$ cat src/rtl/gpt_pkg.sv
package gpt_pkg;
  localparam int CTRL_BITS = 12;
  localparam int B_EN = 0;
  localparam int B_SEL = 1;
  localparam int B_MODE = 4;
  localparam int B_DOWN = 6;
  localparam int B_WIDE = 7;
  localparam int B_RLD = 8;
  localparam int B_IRQ = 9;
  localparam int B_CLR = 10;
  localparam int B_FRZ = 11;

  localparam logic [1:0] ADDR_CTRL = 2'd0;
  localparam logic [1:0] ADDR_RLD = 2'd1;
  localparam logic [1:0] ADDR_CNT = 2'd2;
  localparam logic [1:0] ADDR_STAT = 2'd3;

  typedef enum logic [1:0] {
    MODE_FREE = 2'd0,
    MODE_GATE_LO = 2'd1,
    MODE_GATE_HI = 2'd2,
    MODE_CHAIN = 2'd3
  } gptMode_e;

  typedef struct packed {
    logic en;
    logic [2:0] clkSel;
    gptMode_e mode;
    logic down;
    logic wide;
    logic rldEn;
    logic irqEn;
    logic dbgFreeze;
  } gptCtrl_t;

  typedef struct packed {
    logic load;
    logic step;
    logic clrStat;
    logic rldWr;
  } gptStrobe_t;
endpackage

$ cat src/rtl/gpt_ctrl.sv
module gpt_ctrl
  import gpt_pkg::*;
#(
  parameter int SYNC_STAGES = 2,
  parameter int PRE_BITS = 6
) (
  input  logic clk,
  input  logic rstN,
  input  logic wrEn,
  input  logic [1:0] wrAddr,
  input  logic [CTRL_BITS-1:0] wrCtrl,
  input  logic extClk,
  input  logic extGate,
  input  logic chainCarry,
  input  logic dbgHalt,
  output gptCtrl_t ctrl,
  output gptStrobe_t strb
);
  logic [SYNC_STAGES:0] extPipe;
  logic [SYNC_STAGES-1:0] gatePipe;
  logic [PRE_BITS-1:0] pre, preMask;
  logic ctrlWr, extEdge, gateLvl, frozen, preTick, srcTick, modeOk;

  always_ff @(posedge clk) begin
    if (!rstN) begin
      extPipe <= '0;
      gatePipe <= '0;
    end else begin
      extPipe <= {extPipe[SYNC_STAGES-1:0], extClk};
      gatePipe <= {gatePipe[SYNC_STAGES-2:0], extGate};
    end
  end
  assign extEdge = extPipe[SYNC_STAGES-1] & ~extPipe[SYNC_STAGES];
  assign gateLvl = gatePipe[SYNC_STAGES-1];

  assign ctrlWr = wrEn && (wrAddr == ADDR_CTRL);

  always_ff @(posedge clk) begin
    if (!rstN) begin
      ctrl <= '0;
    end else if (ctrlWr) begin
      ctrl.en <= wrCtrl[B_EN];
      ctrl.clkSel <= wrCtrl[B_SEL+:3];
      ctrl.mode <= gptMode_e'(wrCtrl[B_MODE+:2]);
      ctrl.down <= wrCtrl[B_DOWN];
      ctrl.wide <= wrCtrl[B_WIDE];
      ctrl.rldEn <= wrCtrl[B_RLD];
      ctrl.irqEn <= wrCtrl[B_IRQ];
      ctrl.dbgFreeze <= wrCtrl[B_FRZ];
    end
  end

  assign frozen = ctrl.dbgFreeze && dbgHalt;

  always_ff @(posedge clk) begin
    if (!rstN) pre <= '0;
    else if (strb.load) pre <= '0;
    else if (ctrl.en && !frozen) pre <= pre + 1'b1;
  end

  assign preMask = ~({PRE_BITS{1'b1}} << ctrl.clkSel);
  assign preTick = (pre & preMask) == preMask;
  assign srcTick = (ctrl.clkSel == 3'd7) ? extEdge : preTick;

  always_comb begin
    unique case (ctrl.mode)
      MODE_FREE: modeOk = srcTick;
      MODE_GATE_LO: modeOk = srcTick && !gateLvl;
      MODE_GATE_HI: modeOk = srcTick && gateLvl;
      default: modeOk = chainCarry;
    endcase
  end

  assign strb.load = ctrlWr && wrCtrl[B_EN] && !ctrl.en;
  assign strb.step = ctrl.en && !frozen && modeOk;
  assign strb.clrStat = ctrlWr && wrCtrl[B_CLR];
  assign strb.rldWr = wrEn && (wrAddr == ADDR_RLD);


  freeze_chk: assert property (@(posedge clk) disable iff (!rstN)
    (ctrl.dbgFreeze && dbgHalt) |-> !strb.step);

  step_needs_en_chk: assert property (@(posedge clk) disable iff (!rstN)
    strb.step |-> ctrl.en);
endmodule

$ cat src/rtl/gpt_datapath.sv
module gpt_datapath
  import gpt_pkg::*;
#(
  parameter int WIDTH = 32
) (
  input  logic clk,
  input  logic rstN,
  input  gptCtrl_t ctrl,
  input  gptStrobe_t strb,
  input  logic [WIDTH-1:0] wrData,
  output logic [WIDTH-1:0] reload,
  output logic [WIDTH-1:0] count,
  output logic status
);
  localparam int HALF = WIDTH / 2;
  localparam logic [WIDTH-1:0] NARROW = {{(WIDTH-HALF){1'b0}}, {HALF{1'b1}}};

  logic [WIDTH-1:0] rangeMask, termVal, nextCnt;
  logic atTerm, setStat;

  assign rangeMask = ctrl.wide ? '1 : NARROW;
  assign termVal = ctrl.down ? '0 : rangeMask;
  assign atTerm = (count == termVal);
  assign nextCnt = (ctrl.down ? count - 1'b1 : count + 1'b1) & rangeMask;
  assign setStat = strb.step && !atTerm && (nextCnt == termVal);

  always_ff @(posedge clk) begin
    if (!rstN) reload <= '0;
    else if (strb.rldWr) reload <= wrData;
  end

  always_ff @(posedge clk) begin
    if (!rstN) begin
      count <= '0;
    end else if (strb.load) begin
      count <= reload & (wrData[B_WIDE] ? '1 : NARROW);
    end else if (strb.step) begin
      if (!atTerm) count <= nextCnt;
      else if (ctrl.rldEn) count <= reload & rangeMask;
    end
  end

  always_ff @(posedge clk) begin
    if (!rstN) status <= 1'b0;
    else status <= setStat | (status & ~strb.clrStat);
  end


  hold_idle_chk: assert property (@(posedge clk) disable iff (!rstN)
    (!ctrl.en && !strb.load) |=> $stable(count));

  stop_at_term_chk: assert property (@(posedge clk) disable iff (!rstN)
    (strb.step && atTerm && !ctrl.rldEn) |=> $stable(count));

  sticky_chk: assert property (@(posedge clk) disable iff (!rstN)
    (status && !strb.clrStat) |=> status);
endmodule

$ cat src/rtl/gp_timer.sv
module gp_timer
  import gpt_pkg::*;
#(
  parameter int WIDTH = 32,
  parameter int SYNC_STAGES = 2,
  parameter int PRE_BITS = 6
) (
  input  logic clk,
  input  logic rstN,
  input  logic wrEn,
  input  logic [1:0] wrAddr,
  input  logic [31:0] wrData,
  input  logic [1:0] rdAddr,
  output logic [31:0] rdData,
  input  logic extClk,
  input  logic extGate,
  input  logic chainCarry,
  input  logic dbgHalt,
  output logic irq
);
  gptCtrl_t ctrl;
  gptStrobe_t strb;
  logic [WIDTH-1:0] reload, count;
  logic status;
  logic [CTRL_BITS-1:0] ctrlRd;

  gpt_ctrl #(.SYNC_STAGES(SYNC_STAGES), .PRE_BITS(PRE_BITS)) uCtrl (
    .clk(clk), .rstN(rstN), .wrEn(wrEn), .wrAddr(wrAddr),
    .wrCtrl(wrData[CTRL_BITS-1:0]), .extClk(extClk), .extGate(extGate),
    .chainCarry(chainCarry), .dbgHalt(dbgHalt), .ctrl(ctrl), .strb(strb)
  );

  gpt_datapath #(.WIDTH(WIDTH)) uData (
    .clk(clk), .rstN(rstN), .ctrl(ctrl), .strb(strb),
    .wrData(wrData[WIDTH-1:0]), .reload(reload), .count(count), .status(status)
  );

  assign ctrlRd = {ctrl.dbgFreeze, 1'b0, ctrl.irqEn, ctrl.rldEn, ctrl.wide,
                   ctrl.down, ctrl.mode, ctrl.clkSel, ctrl.en};

  always_comb begin
    unique case (rdAddr)
      ADDR_CTRL: rdData = 32'(ctrlRd);
      ADDR_RLD: rdData = 32'(reload);
      ADDR_CNT: rdData = 32'(count);
      default: rdData = {31'd0, status};
    endcase
  end

  assign irq = status & ctrl.irqEn;
endmodule

$ cat config.mk
export PLATFORM = sky130hd
export DESIGN_NAME = gp_timer
export DESIGN_NICKNAME = d
export VERILOG_FILES = /design/src/rtl/gpt_pkg.sv /design/src/rtl/gpt_ctrl.sv /design/src/rtl/gpt_datapath.sv /design/src/rtl/gp_timer.sv
export SDC_FILE = /design/constraint.sdc
export NUM_CORES = 1
export LEC_CHECK = 0
export ABC_AREA = 1
export BUFFER_PORTS_ARGS = -buffer_cell sky130_fd_sc_hd__buf_2
export CORE_ASPECT_RATIO = 1.5
export CORE_MARGIN = 4
export CORE_UTILIZATION = 55
export DETAILED_ROUTE_END_ITERATION = 12
export GPL_TIMING_DRIVEN = 0
export PLACE_DENSITY = 0.84
export SYNTH_ARGS = -nofsm -noshare
export SYNTH_HDL_FRONTEND = slang
export SYNTH_SLANG_ARGS = --single-unit
$ cat constraint.sdc
create_clock -name clk -period 3.4 [get_ports clk]
set_clock_uncertainty 0.15 [all_clocks]
set_input_delay 0.17 -clock clk [delete_from_list [all_inputs] [get_ports clk]]
set_output_delay 0.17 -clock clk [all_outputs]
set_load 0.02 [all_outputs]
==> out/results.txt <==
Ys Warns: 0
Total track usage: 31.7%
F_max: 329 MHz
Top cell by count, worst path: nand2_1
CP top delay family: simple AND/OR/NAND/NOR gates
Register area: 1750 µm²
Total die area: 14,700 µm²
Compound-Gate Fraction of Synth Area: 17.5%
RD Place Congestion: 0.963
Crit-path max FO: 32
FILL cells: 1,221
# DRC: 0
Area delta synth->final: 16.5%
XOR/XNOR share of the synthesized area: 1.75%
Area of the multi-input gates: 4360 µm²
Number of global-route vias before repair: 8,075
Final #Nets: 1,406
P per Cell Area: 323 nW/µm²
Post-route insts no fill: 1,489
Max Slew Vio Count: 0
Synth unique cells: 42
CTS tree: done
Max Cap Viol: 0
Cells on worst reg2reg path: 17
Crit Path Category: register to register
Initial antenna violation count: 0
Status: complete, no violations
Largest net degree at the start of global routing: 33
Ant. Diodes: 0
Worst hold path class: primary input to register
Via-to-Cell Ratio: 5.54
Least-Margin Pin Slew: 0.621 ns
Seq/Total Area, Yosys: 24.8%
Min Tclk post-route: 3.04 ns
Crit-path max cell delay: 0.63 ns
CP Depth: 17
ANT nets after route: 0
Sw Ratio: 32.3%
Starting DRT DRC Count: 544
Multiplexer area fraction after synthesis: 0%
Hpwl dp: 18,400 µm
Leakage: 4.07 nW
Syn nets: 1,291
TritonCTS Sinks: 87
Unrepaired setup endpoints after global routing: no
CTS buffer count: 9
Crit-path cells: ha_1 > or2_1 > nand3_1 > nand2_1 > nand2_1 > nand2_2 > nand2_1 > nand2_1 > nand2_1 > nand2_1 > nor2_1 > nand3_1 > nor2_1 > nand2_1 > nand2_1 > nand2_1 > a21oi_1
Input/output buffers: 73
Reg clk slew, reported paths: 0.07 ns
Seq cells post-synth: 87
Avg Inst Size Synth: 5.79 µm²
Main synth FF type: dfxtp_1
Bufs and invs on worst path: 0
H-tree level count: 3
Placed insts: 1,442
Slowest CP cell: dfxtp_4
Wirelength per Cell: 15.5 µm
Largest family of logic cells by synthesized area: simple AND/OR/NAND/NOR gates
Row count: 50
Longest Clk Path Bufs: 2
CP startpoint kind: register
CP arrival: 3.17 ns
Ports: 76
Post-synth EDFFs: 0
Seq pwr share: 42.5%
Final setup viols: 0
Clock Latency Late Sink: 0.35 ns
Maximum vdd ir drop: 422 µV
Final period util: 89.4%
Crit end category: register
Clk network pwr share: 36.0%
Cell Int Power: 1.79 mW
Die Y: 146 µm
Psw: 855 µW
Tot Pwr: 2.64 mW
Synth Area in Adders: 6.34%
Cell Area, Synth: 7030 µm²
Via count: 8,251
CORE AREA: 12,500 µm²
Fin. Hold Viols: 0
Max-slew headroom: 58.6%
First-pass GRT wire length: 37,600 µm
Die X: 100 µm
Async SR Flop Fraction: 0%
Layout cells sized above 1: 9.30%
Gr ovfl total: 0
Combinational cell fraction of total power: 21.5%
Worst EP required: 3.53 ns
Simple-gate area share of the yosys netlist: 36.5%
Drt pass-1 iters: 6
Worst Hold Path Cells: 3
Mapped Cells: 1,213
Total routed wirelength: 23,100 µm
Initial Utilization: 56.2%
Root Driver: clkbuf_16
cells by family after synthesis:
kind of cell	Yosys count
flops	87
simple gates	609
fa+ha+maj	35
xor+xnor	14
compound gates	233
buf+inv	235
placed cells by master, fill, tap and decap left out, types with 11 or more instances in the layout:
cell | netlist | layout
buf_2 | 4 | 77
nand3_1 | 70 | 70
nand4_1 | 17 | 17
inv_1 | 191 | 191
dlygate4sd3_1 | 0 | 31
o21ai_0 | 102 | 102
ha_1 | 34 | 34
dfxtp_1 | 87 | 86
a21oi_1 | 81 | 81
clkbuf_1 | 28 | 28
o211ai_1 | 11 | 11
nand2_1 | 336 | 336
o22ai_1 | 18 | 18
o21ai_1 | 15 | 15
nor2_1 | 139 | 139
worst min-delay path: cells and delay by family:
family	cells	cell delay, ns
buffers and inverters	1	0.12
AND/OR/NAND/NOR	1	0.08
AO/OA/AOI/OAI	1	0.10
per-stage QoR:
stage | setup TNS [ns] | cell area (µm²) | utilization (%) | setup slack [ns] | hold WS [ns]
finish | 0 | 8190 | 65.4 | 0.359 | 0.00813
global route | 0 | 8190 | 65.4 | 0.0874 | 0.0156
global placement | -2.24 | 7590 | 60.6 | -0.275 | 0.202
CTS | 0 | 8180 | 65.4 | 0.138 | 0.00172
floorplan | 0 | 7030 | - | 0.521 | 0.118
detailed placement | -3.81 | 7590 | 60.6 | -0.343 | 0.211
Yosys cell counts, types with 2 or more instances:
library cell,count,area [µm²]
a21oi_1,81,405
and2_1,4,25.0
and3_1,2,12.5
buf_2,4,20.0
buf_4,2,15.0
buf_6,3,33.8
clkbuf_1,28,105
dfxtp_1,87,1740
ha_1,34,425
inv_1,191,717
inv_2,3,11.3
nand2_1,336,1260
nand2_2,7,43.8
nand3_1,70,350
nand3_2,4,40.0
nand3b_1,7,52.6
nand4_1,17,106
nor2_1,139,522
nor2_2,4,25.0
nor2_4,2,22.5
nor3_1,9,45.0
nor4_1,3,18.8
o211ai_1,11,82.6
o21ai_0,102,510
o21ai_1,15,75.1
o21bai_1,2,15.0
o22ai_1,18,113
or2_2,2,12.5
xnor2_1,9,78.8
xor2_1,5,43.8
layout make-up:
cell class / count / area share [%]
buffer: 39 / 2.23
clock buffer: 9 / 2.75
clock inverter: 7 / 0.749
inverter: 196 / 9.05
multi-input combinational: 891 / 53.3
sequential: 87 / 21.3
tap: 156 / 2.38
timing repair buffer: 104 / 8.25
path summary, 6_finish.rpt:
kind                                         end  slack (ns)        startpoint
worst min-delay path             uData.reload[6]       0.008         wrData[6]
worst max-delay path                uData.status        0.36     uCtrl.ctrl[4]
worst max register to register      uData.status        0.36     uCtrl.ctrl[4]
worst min register to register  uCtrl.extPipe[2]        0.28  uCtrl.extPipe[1]
registers in the layout, summed over array words and instances (netlist names):
register and flops:
uData.count 32, uData.reload 32, uCtrl.ctrl 11, uCtrl.pre 6, uCtrl.extPipe 3, uCtrl.gatePipe 2, uData.status 1
timing repair:
action,4_1_cts,5_1_grt
endpoints found under the setup margin,33,10
buffers inserted,0,0
hold buffers,31,0
hold endpoints to repair,39,0
gates resized for setup,1,1
per-layer routing:
metal | GRT usage (%) | wire length, µm | vias to the layer above
met4 | 22.3 | 1680 | 0
met2 | 56.9 | 11700 | 379
met3 | 3.78 | 1300 | 107
li1 | - | - | 4112
met5 | 0 | 0 | -
met1 | 33.4 | 8470 | 3653
power by group through the flow:
stage	logic (mW)	registers (mW)	clock network (mW)
finish	0.569	1.12	0.953
detailed placement	0.523	1.14	0
global placement	0.515	1.14	0
floorplan	0.376	1.13	0
global route	0.632	1.13	0.987
CTS	0.556	1.12	0.955
Note: power is estimated with default switching activity, not from simulation.
